## config.mk

```make
export PLATFORM = sky130hd
export DESIGN_NAME = acc_seq_cpu
export DESIGN_NICKNAME = d
export VERILOG_FILES = /design/src/rtl/acc_seq_pkg.sv /design/src/rtl/acc_seq_alu.sv /design/src/rtl/acc_seq_ioreg.sv /design/src/rtl/acc_seq_ctrl.sv /design/src/rtl/acc_seq_cpu.sv
export SDC_FILE = /design/constraint.sdc
export NUM_CORES = 1
export LEC_CHECK = 0
export ABC_AREA = 0
export BUFFER_PORTS_ARGS = -buffer_cell sky130_fd_sc_hd__buf_2
export CORE_ASPECT_RATIO = 0.6
export CORE_UTILIZATION = 49
export DETAILED_ROUTE_END_ITERATION = 8
export GPL_TIMING_DRIVEN = 0
export PLACE_DENSITY_LB_ADDON = 0.2
export SYNTH_ARGS = -nofsm -noshare
export SYNTH_HDL_FRONTEND = slang
export SYNTH_SLANG_ARGS = --single-unit
```

## constraint.sdc

```tcl
create_clock -name clk -period 11.65 [get_ports clk]
set_input_delay 2.33 -clock clk [delete_from_list [all_inputs] [get_ports clk]]
set_output_delay 2.33 -clock clk [all_outputs]
set_load 0.02 [all_outputs]
```

## src/rtl/acc_seq_pkg.sv

```systemverilog
package acc_seq_pkg;

   // opcode values (field decoded by the sequencer)
   localparam int OP_HALT  = 0;
   localparam int OP_LOAD  = 1;
   localparam int OP_STORE = 2;
   localparam int OP_ADD   = 3;
   localparam int OP_SUB   = 4;
   localparam int OP_IN    = 5;
   localparam int OP_OUT   = 6;
   localparam int OP_BR    = 7;
   localparam int OP_BRN   = 8;
   localparam int OP_CLR   = 9;
   localparam int OP_CMP   = 10;

   typedef enum logic [3:0] {
      ST_F_MAR,   // PC -> MAR
      ST_F_WAIT,  // memory read latency
      ST_F_MDR,   // memory -> MDR
      ST_F_IR,    // MDR -> IR
      ST_X_MAR,   // IR[addr] -> MAR
      ST_X_WAIT,  // memory read latency
      ST_X_MDR,   // memory -> MDR
      ST_X_ALU,   // MDR / A+MDR / A-MDR -> A
      ST_S_MDR,   // A -> MDR
      ST_S_WR,    // MDR -> memory
      ST_IO,      // IOR <-> A
      ST_ACC,     // 0 or -A -> A
      ST_BRANCH,  // IR[addr] or PC+1 -> PC
      ST_PC_INC,  // PC+1 -> PC
      ST_HALT     // stopped
   } state_e;

   localparam int NUM_STATES = 15;

   typedef enum logic [2:0] {
      A_HOLD, A_MDR, A_ADD, A_SUB, A_IOR, A_ZERO, A_NEG
   } acc_sel_e;

   typedef enum logic [1:0] { PC_HOLD, PC_INC, PC_JUMP } pc_sel_e;
   typedef enum logic [1:0] { MAR_HOLD, MAR_PC, MAR_IR } mar_sel_e;
   typedef enum logic [1:0] { MDR_HOLD, MDR_MEM, MDR_ACC } mdr_sel_e;

   typedef struct packed {
      mar_sel_e mar;
      mdr_sel_e mdr;
      logic     ir_ld;
      acc_sel_e acc;
      pc_sel_e  pc;
      logic     mem_we;
      logic     ior_ld;
   } ctl_t;

endpackage

```

## src/rtl/acc_seq_alu.sv

```systemverilog
module acc_seq_alu
   import acc_seq_pkg::*;
#(
   parameter int W = 12
) (
   input  logic [W-1:0] acc,
   input  logic [W-1:0] mdr,
   input  logic [W-1:0] ior,
   input  acc_sel_e     sel,
   output logic [W-1:0] acc_nxt
);

   always_comb begin
      unique case (sel)
         A_MDR:   acc_nxt = mdr;
         A_ADD:   acc_nxt = acc + mdr;
         A_SUB:   acc_nxt = acc - mdr;
         A_IOR:   acc_nxt = ior;
         A_ZERO:  acc_nxt = '0;
         A_NEG:   acc_nxt = (~acc) + W'(1);
         default: acc_nxt = acc;
      endcase
   end

endmodule

```

## src/rtl/acc_seq_ioreg.sv

```systemverilog
module acc_seq_ioreg #(
   parameter int W = 12
) (
   input  logic         clk,
   input  logic         rst,
   input  logic [W-1:0] in_data,
   input  logic         in_valid,
   input  logic         cpu_ld,
   input  logic [W-1:0] cpu_data,
   output logic [W-1:0] ior,
   output logic         out_valid
);

   always_ff @(posedge clk) begin
      if (rst) begin
         ior       <= '0;
         out_valid <= 1'b0;
      end else begin
         out_valid <= cpu_ld;
         if (cpu_ld)
            ior <= cpu_data;      // core transfer wins a same-cycle strobe
         else if (in_valid)
            ior <= in_data;
      end
   end

endmodule

```

## src/rtl/acc_seq_ctrl.sv

```systemverilog
module acc_seq_ctrl
   import acc_seq_pkg::*;
#(
   parameter int OP_W    = 4,
   parameter bit ONE_HOT = 1'b1
) (
   input  logic            clk,
   input  logic            rst,
   input  logic [OP_W-1:0] mdr_op,
   input  logic [OP_W-1:0] ir_op,
   input  logic            acc_neg,
   output state_e          st,
   output ctl_t            ctl
);

   localparam int SW = $bits(state_e);

   state_e          nxt;
   logic [OP_W-1:0] op;

   // during MDR->IR the word is still in MDR
   assign op = (st == ST_F_IR) ? mdr_op : ir_op;

   function automatic logic is_op(input logic [OP_W-1:0] v, input int code);
      return v == OP_W'(code);
   endfunction

   always_comb begin
      nxt = st;
      unique case (st)
         ST_F_MAR:  nxt = ST_F_WAIT;
         ST_F_WAIT: nxt = ST_F_MDR;
         ST_F_MDR:  nxt = ST_F_IR;
         ST_F_IR: begin
            if (is_op(op, OP_HALT))
               nxt = ST_HALT;
            else if (is_op(op, OP_LOAD) || is_op(op, OP_STORE) ||
                     is_op(op, OP_ADD)  || is_op(op, OP_SUB))
               nxt = ST_X_MAR;
            else if (is_op(op, OP_IN) || is_op(op, OP_OUT))
               nxt = ST_IO;
            else if (is_op(op, OP_CLR) || is_op(op, OP_CMP))
               nxt = ST_ACC;
            else if (is_op(op, OP_BR) || is_op(op, OP_BRN))
               nxt = ST_BRANCH;
            else
               nxt = ST_PC_INC;
         end
         ST_X_MAR:  nxt = is_op(op, OP_STORE) ? ST_S_MDR : ST_X_WAIT;
         ST_X_WAIT: nxt = ST_X_MDR;
         ST_X_MDR:  nxt = ST_X_ALU;
         ST_X_ALU:  nxt = ST_PC_INC;
         ST_S_MDR:  nxt = ST_S_WR;
         ST_S_WR:   nxt = ST_PC_INC;
         ST_IO:     nxt = ST_PC_INC;
         ST_ACC:    nxt = ST_PC_INC;
         ST_BRANCH: nxt = ST_F_MAR;
         ST_PC_INC: nxt = ST_F_MAR;
         ST_HALT:   nxt = ST_HALT;
         default:   nxt = ST_F_MAR;
      endcase
   end

   always_comb begin
      ctl = '0;
      unique case (st)
         ST_F_MAR: ctl.mar = MAR_PC;
         ST_F_MDR: ctl.mdr = MDR_MEM;
         ST_F_IR:  ctl.ir_ld = 1'b1;
         ST_X_MAR: ctl.mar = MAR_IR;
         ST_X_MDR: ctl.mdr = MDR_MEM;
         ST_X_ALU: begin
            if (is_op(op, OP_ADD))      ctl.acc = A_ADD;
            else if (is_op(op, OP_SUB)) ctl.acc = A_SUB;
            else                        ctl.acc = A_MDR;
         end
         ST_S_MDR: ctl.mdr = MDR_ACC;
         ST_S_WR:  ctl.mem_we = 1'b1;
         ST_IO: begin
            if (is_op(op, OP_IN)) ctl.acc = A_IOR;
            else                  ctl.ior_ld = 1'b1;
         end
         ST_ACC:    ctl.acc = is_op(op, OP_CLR) ? A_ZERO : A_NEG;
         ST_BRANCH: begin
            if (is_op(op, OP_BR) || acc_neg) ctl.pc = PC_JUMP;
            else                             ctl.pc = PC_INC;
         end
         ST_PC_INC: ctl.pc = PC_INC;
         default:   ctl = '0;
      endcase
   end

   generate
      if (ONE_HOT) begin : g_onehot
         logic [NUM_STATES-1:0] oh_q;
         logic [SW-1:0]         idx;
         always_ff @(posedge clk) begin
            if (rst) oh_q <= NUM_STATES'(1) << ST_F_MAR;
            else     oh_q <= NUM_STATES'(1) << nxt;
         end
         always_comb begin
            idx = '0;
            for (int i = 0; i < NUM_STATES; i++)
               if (oh_q[i]) idx = SW'(i);
         end
         assign st = state_e'(idx);
      end else begin : g_binary
         state_e st_q;
         always_ff @(posedge clk) begin
            if (rst) st_q <= ST_F_MAR;
            else     st_q <= nxt;
         end
         assign st = st_q;
      end
   endgenerate

endmodule

```

## src/rtl/acc_seq_cpu.sv

```systemverilog
module acc_seq_cpu
   import acc_seq_pkg::*;
#(
   parameter int ADDR_W  = 8,
   parameter int OP_W    = 4,
   parameter bit ONE_HOT = 1'b1
) (
   input  logic                   clk,
   input  logic                   rst,
   output logic [ADDR_W-1:0]      mem_addr,
   output logic [OP_W+ADDR_W-1:0] mem_wdata,
   output logic                   mem_we,
   input  logic [OP_W+ADDR_W-1:0] mem_rdata,
   input  logic [OP_W+ADDR_W-1:0] in_data,
   input  logic                   in_valid,
   output logic [OP_W+ADDR_W-1:0] out_data,
   output logic                   out_valid,
   output logic                   halted
);

   localparam int W = OP_W + ADDR_W;

   generate
      if (OP_W < 4) begin : g_bad_op
         $error("opcode field needs at least 4 bits");
      end
      if (ADDR_W < 1) begin : g_bad_addr
         $error("address field must be non-empty");
      end
   endgenerate

   logic [ADDR_W-1:0] pc_q, mar_q;
   logic [W-1:0]      mdr_q, ir_q, acc_q, acc_nxt, ior;
   logic              ior_ld;
   state_e            st;
   ctl_t              ctl;

   acc_seq_ctrl #(.OP_W(OP_W), .ONE_HOT(ONE_HOT)) u_ctrl (
      .clk     (clk),
      .rst     (rst),
      .mdr_op  (mdr_q[W-1:ADDR_W]),
      .ir_op   (ir_q[W-1:ADDR_W]),
      .acc_neg (acc_q[W-1]),
      .st      (st),
      .ctl     (ctl)
   );

   acc_seq_alu #(.W(W)) u_alu (
      .acc     (acc_q),
      .mdr     (mdr_q),
      .ior     (ior),
      .sel     (ctl.acc),
      .acc_nxt (acc_nxt)
   );

   assign ior_ld = ctl.ior_ld;

   acc_seq_ioreg #(.W(W)) u_io (
      .clk       (clk),
      .rst       (rst),
      .in_data   (in_data),
      .in_valid  (in_valid),
      .cpu_ld    (ior_ld),
      .cpu_data  (acc_q),
      .ior       (ior),
      .out_valid (out_valid)
   );

   always_ff @(posedge clk) begin
      if (rst) begin
         pc_q  <= '0;
         mar_q <= '0;
         mdr_q <= '0;
         ir_q  <= '0;
         acc_q <= '0;
      end else begin
         unique case (ctl.pc)
            PC_INC:  pc_q <= pc_q + ADDR_W'(1);
            PC_JUMP: pc_q <= ir_q[ADDR_W-1:0];
            default: pc_q <= pc_q;
         endcase
         unique case (ctl.mar)
            MAR_PC:  mar_q <= pc_q;
            MAR_IR:  mar_q <= ir_q[ADDR_W-1:0];
            default: mar_q <= mar_q;
         endcase
         unique case (ctl.mdr)
            MDR_MEM: mdr_q <= mem_rdata;
            MDR_ACC: mdr_q <= acc_q;
            default: mdr_q <= mdr_q;
         endcase
         if (ctl.ir_ld) ir_q <= mdr_q;
         acc_q <= acc_nxt;
      end
   end

   assign mem_addr  = mar_q;
   assign mem_wdata = mdr_q;
   assign mem_we    = ctl.mem_we;
   assign out_data  = ior;
   assign halted    = (st == ST_HALT);

endmodule

```

# == After elaboration in Yosys (flattened, before gate mapping) ==
# Index checks and enable logic that the tools add are counted.
# totals
word_cells,107
input_bits,27
register_bits,80
out_inout_bits,35
# op_classes
n_eq_ne,36
n_bitwise,1
add_sub_neg,4
mux,41
shifts,1
n_reduce_logical,16
# ops
operator,n
$pmux W12 S6,1
$mux W4,13
$eq A4 B4 Y1 const B,10
$pmux W4 S10,1
$eq A4 B3 Y1 const B,8
$pmux W8 S2,2
$mux W12,2
$pmux W12 S2,1
$eq A4 B2 Y1 const B,4
$mux W3,5
$shl A1 B4 Y15 const A,1
$add A12 B1 Y12 const B,1
$add A12 B12 Y12,1
$mux W2,6
$not A12 Y12,1
$pmux W2 S2,3
$sub A12 B12 Y12,1
$eq A3 B3 Y1 const B,3
$pmux W3 S3,1
$add A8 B1 Y8 const B,1
$eq A4 B1 Y1 const B,2
$logic_not A4 Y1,2
$reduce_bool A2 Y1,4
$logic_or A1 B1 Y1,7
other kinds (8),18

# == Longest topological paths before layout ==
# depth
ltp_word,25
mapped_depth,17
mapped_depth_nobuf,16

# == Modules after synthesis ==
# From an unflattened synthesis, not the netlist that was laid out.
# hier_totals
cells_unflattened,652
area_unflattened_um2,5502.8
# by_module_without_submodules
mod,cells_each,seq_area_each_um2,area_each_um2,instances
acc_seq_cpu,220,1041.0,2257.2,1
acc_seq_alu,234,0.0,1502.7,1
acc_seq_ctrl,143,280.3,1114.8,1
acc_seq_ioreg,55,260.2,628.1,1

# == Worst setup path after synthesis ==
# Ideal clock, no wire load.
# synth_path
path_type,register -> output
from,reg u_ctrl.g_onehot.oh_q[5]
to,out mem_we
t_arrival_ps,1593
setup_slack_ps,7727
path_stages_with_launch,8
n_path_buf,1
path_cell_list,dfxtp_1 inv_1 a221oi_2 o22ai_2 buf_2 nor2_1 a21oi_1 nor2_1
# synth_between
elab_chain_cells,12
# synth_rtl
item,line,text
start: declaration,acc_seq_ctrl.sv:95,logic [NUM_STATES-1:0] oh_q;
start signal: assignment,acc_seq_ctrl.sv:98,if (rst) oh_q <= NUM_STATES'(1) << ST_F_MAR;
start signal: assignment,acc_seq_ctrl.sv:99,else oh_q <= NUM_STATES'(1) << nxt;
$mux W3 (3 in a row),acc_seq_ctrl.sv:104,if (oh_q[i]) idx = SW'(i);
$mux W4 (7 in a row),acc_seq_ctrl.sv:104,
$eq A4 B4 Y1,acc_seq_ctrl.sv:66,unique case (st)
$mux W1,acc_seq_ctrl.sv:66,
end: declaration,acc_seq_cpu.sv:12,"output logic mem_we,"
# Every way passes these cells.

# == Worst setup path after layout ==
# layout_path
from,reg u_ctrl.g_onehot.oh_q[7]
to,out mem_we
# layout_between
elab_chain_cells,10
# layout_rtl
item,line
$mux W3,acc_seq_ctrl.sv:104
$mux W4 (7 in a row),acc_seq_ctrl.sv:104
$eq A4 B4 Y1,acc_seq_ctrl.sv:66
$mux W1,acc_seq_ctrl.sv:66
# Every way passes these cells.

==> flow_metrics.py <==
metrics = {
    "floorplanning": {
        "rows": 28,
        "die_h_um": 80.96,
        "die_area_um2": 10820,
        "io_pins": 62,
        "die_x_um": 133.6,
        "initial_core_util": 0.5099,
        "coreArea_um2": 9985,
    },
    "routing": {
        "drtAntennaViolNets": 0,
        "firstDrtPassIters": 5,
        "drtIter0Drc": 488,
        "drc": 0,
        "dr_total_vias": 5194,
        "finalWirelength_um": 15610,
        "wl_per_cell_um": 18.30,
        "vias_per_cell": 6.089,
    },
    "grt": {
        "grt_pass1_vias": 4818,
        "grt_first_pass_wirelength_um": 24940,
        "antenna_found_initial": 0,
        "overflow": 0,
        "groute.usage.overall": 0.2991,
        "grt_max_degree": 17,
    },
    "synth": {
        "synth_simple_gate_area_frac": 0.2475,
        "yosysWarnings": 0,
        "synthAdderAreaFrac": 0.04571,
        "synth_top_family_by_area": "simple AND/OR/NAND/NOR gates",
        "ys_ff_latch": 79,
        "synthArstFlopShare": 0,
        "synth_area_leaders": "dfxtp_1 31%, nor2_1 7.9%, mux2i_1 6.7%",
        "synth_enable_flop_cells": 0,
        "synth_cell_type_count": 75,
        "syn_area_um2": 5091,
        "synth_top_area_frac": 0.3106,
        "synth_top_area_cell": "dfxtp_1",
        "synthXorXnorAreaFrac": 0.05161,
        "synth_nets": 687,
        "synth_top_flop_cell": "dfxtp_1",
        "ys_seq_area_frac": 0.3106,
        "synth_cells": 642,
        "yosys-mux-area-fraction": 0.07348,
        "synth-compound-area-share": 0.2293,
        "avgSynthCellArea_um2": 7.930,
    },
    "clock_tree": {
        "clock-sinks": 79,
        "cts_hold_buffers": 0,
        "cts_resized": 0,
        "clkSlewWorstSetupHoldPaths_ns": 0.07,
        "post_cts.repair.setup_buffers": 0,
        "cts_tree": "built",
        "cts_root_buf": "clkbuf_16",
        "clock_latency_ns": 0.34,
        "h-tree-depth": 3,
        "numCtsBuffers": 9,
        "cts_buffer_depth": 2,
    },
    "timing": {
        "fmax_mhz": 216.0,
        "rsz0062_at_grt": "no",
        "setup_viol": 0,
        "fin_crit_sh": 0.3974,
        "hold_viol_final": 0,
        "relSlewSlack": 0.4379,
        "finalCriticalPeriod_ns": 4.630,
        "tightest_slew_ns": 0.8386,
        "setup_tns_ns": 0,
        "slew_violations": 0,
        "clock_skew_ns": 0.01103,
    },
    "status": {
        "status": "finished, final reports clean",
    },
    "worst_setup_path": {
        "cpPeakStageDelay_ns": 0.42,
        "crit_fanout": 10,
        "end_kind": "primary output",
        "timing_worst_setup_path_type": "reg2out",
        "worstSetupStartpointType": "register",
        "critPathArrivalTime_ns": 2.30,
        "critPathRequiredTime_ns": 9.32,
        "cp_cell_sequence": "or3_1 -> o22ai_2 -> buf_2 -> nor2_1 -> a21oi_1 -> nor2_1 -> buf_2",
        "critPathBufInv": 2,
        "crit_family": "compound AO/OA/AOI/OAI gates",
        "slowest_stage": "or3_1",
    },
    "power": {
        "internal_power_uw": 884.5,
        "swShare": 0.5240,
        "ir_drop_v": 0.0001571,
        "pwr-share-clk": 0.160,
        "finalPower_mw": 1.858,
        "pwr-share-seq": 0.185,
        "p_comb_frac": 0.655,
        "p_leak_nw": 2.334,
        "p_per_area_nw_per_um2": 316.5,
        "power.switching_uw": 973.7,
    },
    "finish": {
        "layout.cell_area.non_filler_um2": 5871,
        "final_common_cell": "nor2_1",
        "drive_gt1_frac": 0.1643,
        "diodes": 0,
        "nets": 758,
        "syn2layout_area_growth_pct": 15.31,
        "final_cell_mix": "107 x nor2_1, 79 x dfxtp_1, 68 x buf_2, 55 x a21oi_1, 48 x nand2_1",
    },
    "placed_design": {
        "routabilityCongestion": 0.9759,
        "dpl_cell_area_um2": 5560,
        "portBuffers": 60,
        "hpwl_um": 11970,
    },
    "run": {
        "drv_cap": 0,
    },
    "min_path": {
        "min_path_type": "reg2reg",
    },
}
sequential cells by signal, summed over array words and instances, names as in the netlist:
signal and flops:
mem_addr 8, u_io.out_valid 1, ir_q 12, acc_q 12, u_ctrl.g_onehot.oh_q 14, u_io.ior 12, mem_wdata 12, pc_q 8
Yosys cell counts, types with 8 or more instances:
master and number:
nor2_1 107, dfxtp_1 79, a21oi_1 55, nand2_1 48, mux2i_1 34, clkbuf_1 31, a211oi_1 26, xnor2_1 23
nor3_1 19, ha_1 17, o21ai_0 17, inv_1 14, nand3_1 11, a31oi_1 8, buf_2 8, o21a_1 8
layer usage:
layer  global-route usage  up-vias  routed length [µm]
met5                    0        -                   0
met4              0.07955        0                 196
met3              0.08302       26                1650
met2               0.4245      259                6211
met1               0.4379     2440                7555
li1                     -     2469                   -
through the flow:
stage | util | setup WS (ns) | hold slack (ns) | cells
5_1_grt | 0.5880 | 6.766 | 0.5066 | 853
3_3_place_gp | 0.5569 | 7.231 | 0.4657 | 837
2_1_floorplan | - | 7.727 | 0.4442 | 642
3_5_place_dp | 0.5569 | 7.164 | 0.4721 | 837
6_report | 0.5880 | 7.020 | 0.4818 | 853
4_1_cts | 0.5880 | 7.012 | 0.4817 | 853
final timing paths:
| check | startpoint | to | slack, ns | depth (start not counted) |
|---|---|---|---|---|
| max reg2reg | u_ctrl.g_onehot.oh_q[8] | acc_q[10] | 7.05 | 16 |
| min | mem_addr[0] | mem_addr[0] | 0.48 | 2 |
| min reg2reg | mem_addr[0] | mem_addr[0] | 0.48 | 2 |
| max | u_ctrl.g_onehot.oh_q[7] | mem_we | 7.02 | 7 |
cells by family after synthesis:
logic type	Yosys count
adders and majority gates	18
and+or+nand+nor	256
xor gates and xnor gates	30
AOI/OAI and AO/OA	168
buffers and inverters	54
DFF	79
muxes	37
tightest hold or removal path, stage by stage, from the launching register on:
cell and delay [ns]:
dfxtp_1 0.32, a21oi_1 0.06, nor2_1 0.07
area by class of cell:
class	count	area [µm²]
plain buffers	40	160.2
clock inverters	7	85.08
repair buffers	60	300.3
clock buffers	9	225.2
well taps	135	168.9
flip-flops and latches	79	1582
fillers	933	4114
inverters	14	52.55
multi-input cells	509	3297
power by group through the flow:
stage	clock network, mW	logic, mW	registers, mW
after detailed placement	0	1.18	0.349
final	0.297	1.22	0.344
after CTS	0.299	1.19	0.343
after floorplan	0	0.877	0.357
after global placement	0	1.16	0.347
after global routing	0.312	1.32	0.348
Note: power is estimated with default switching activity, not from simulation.
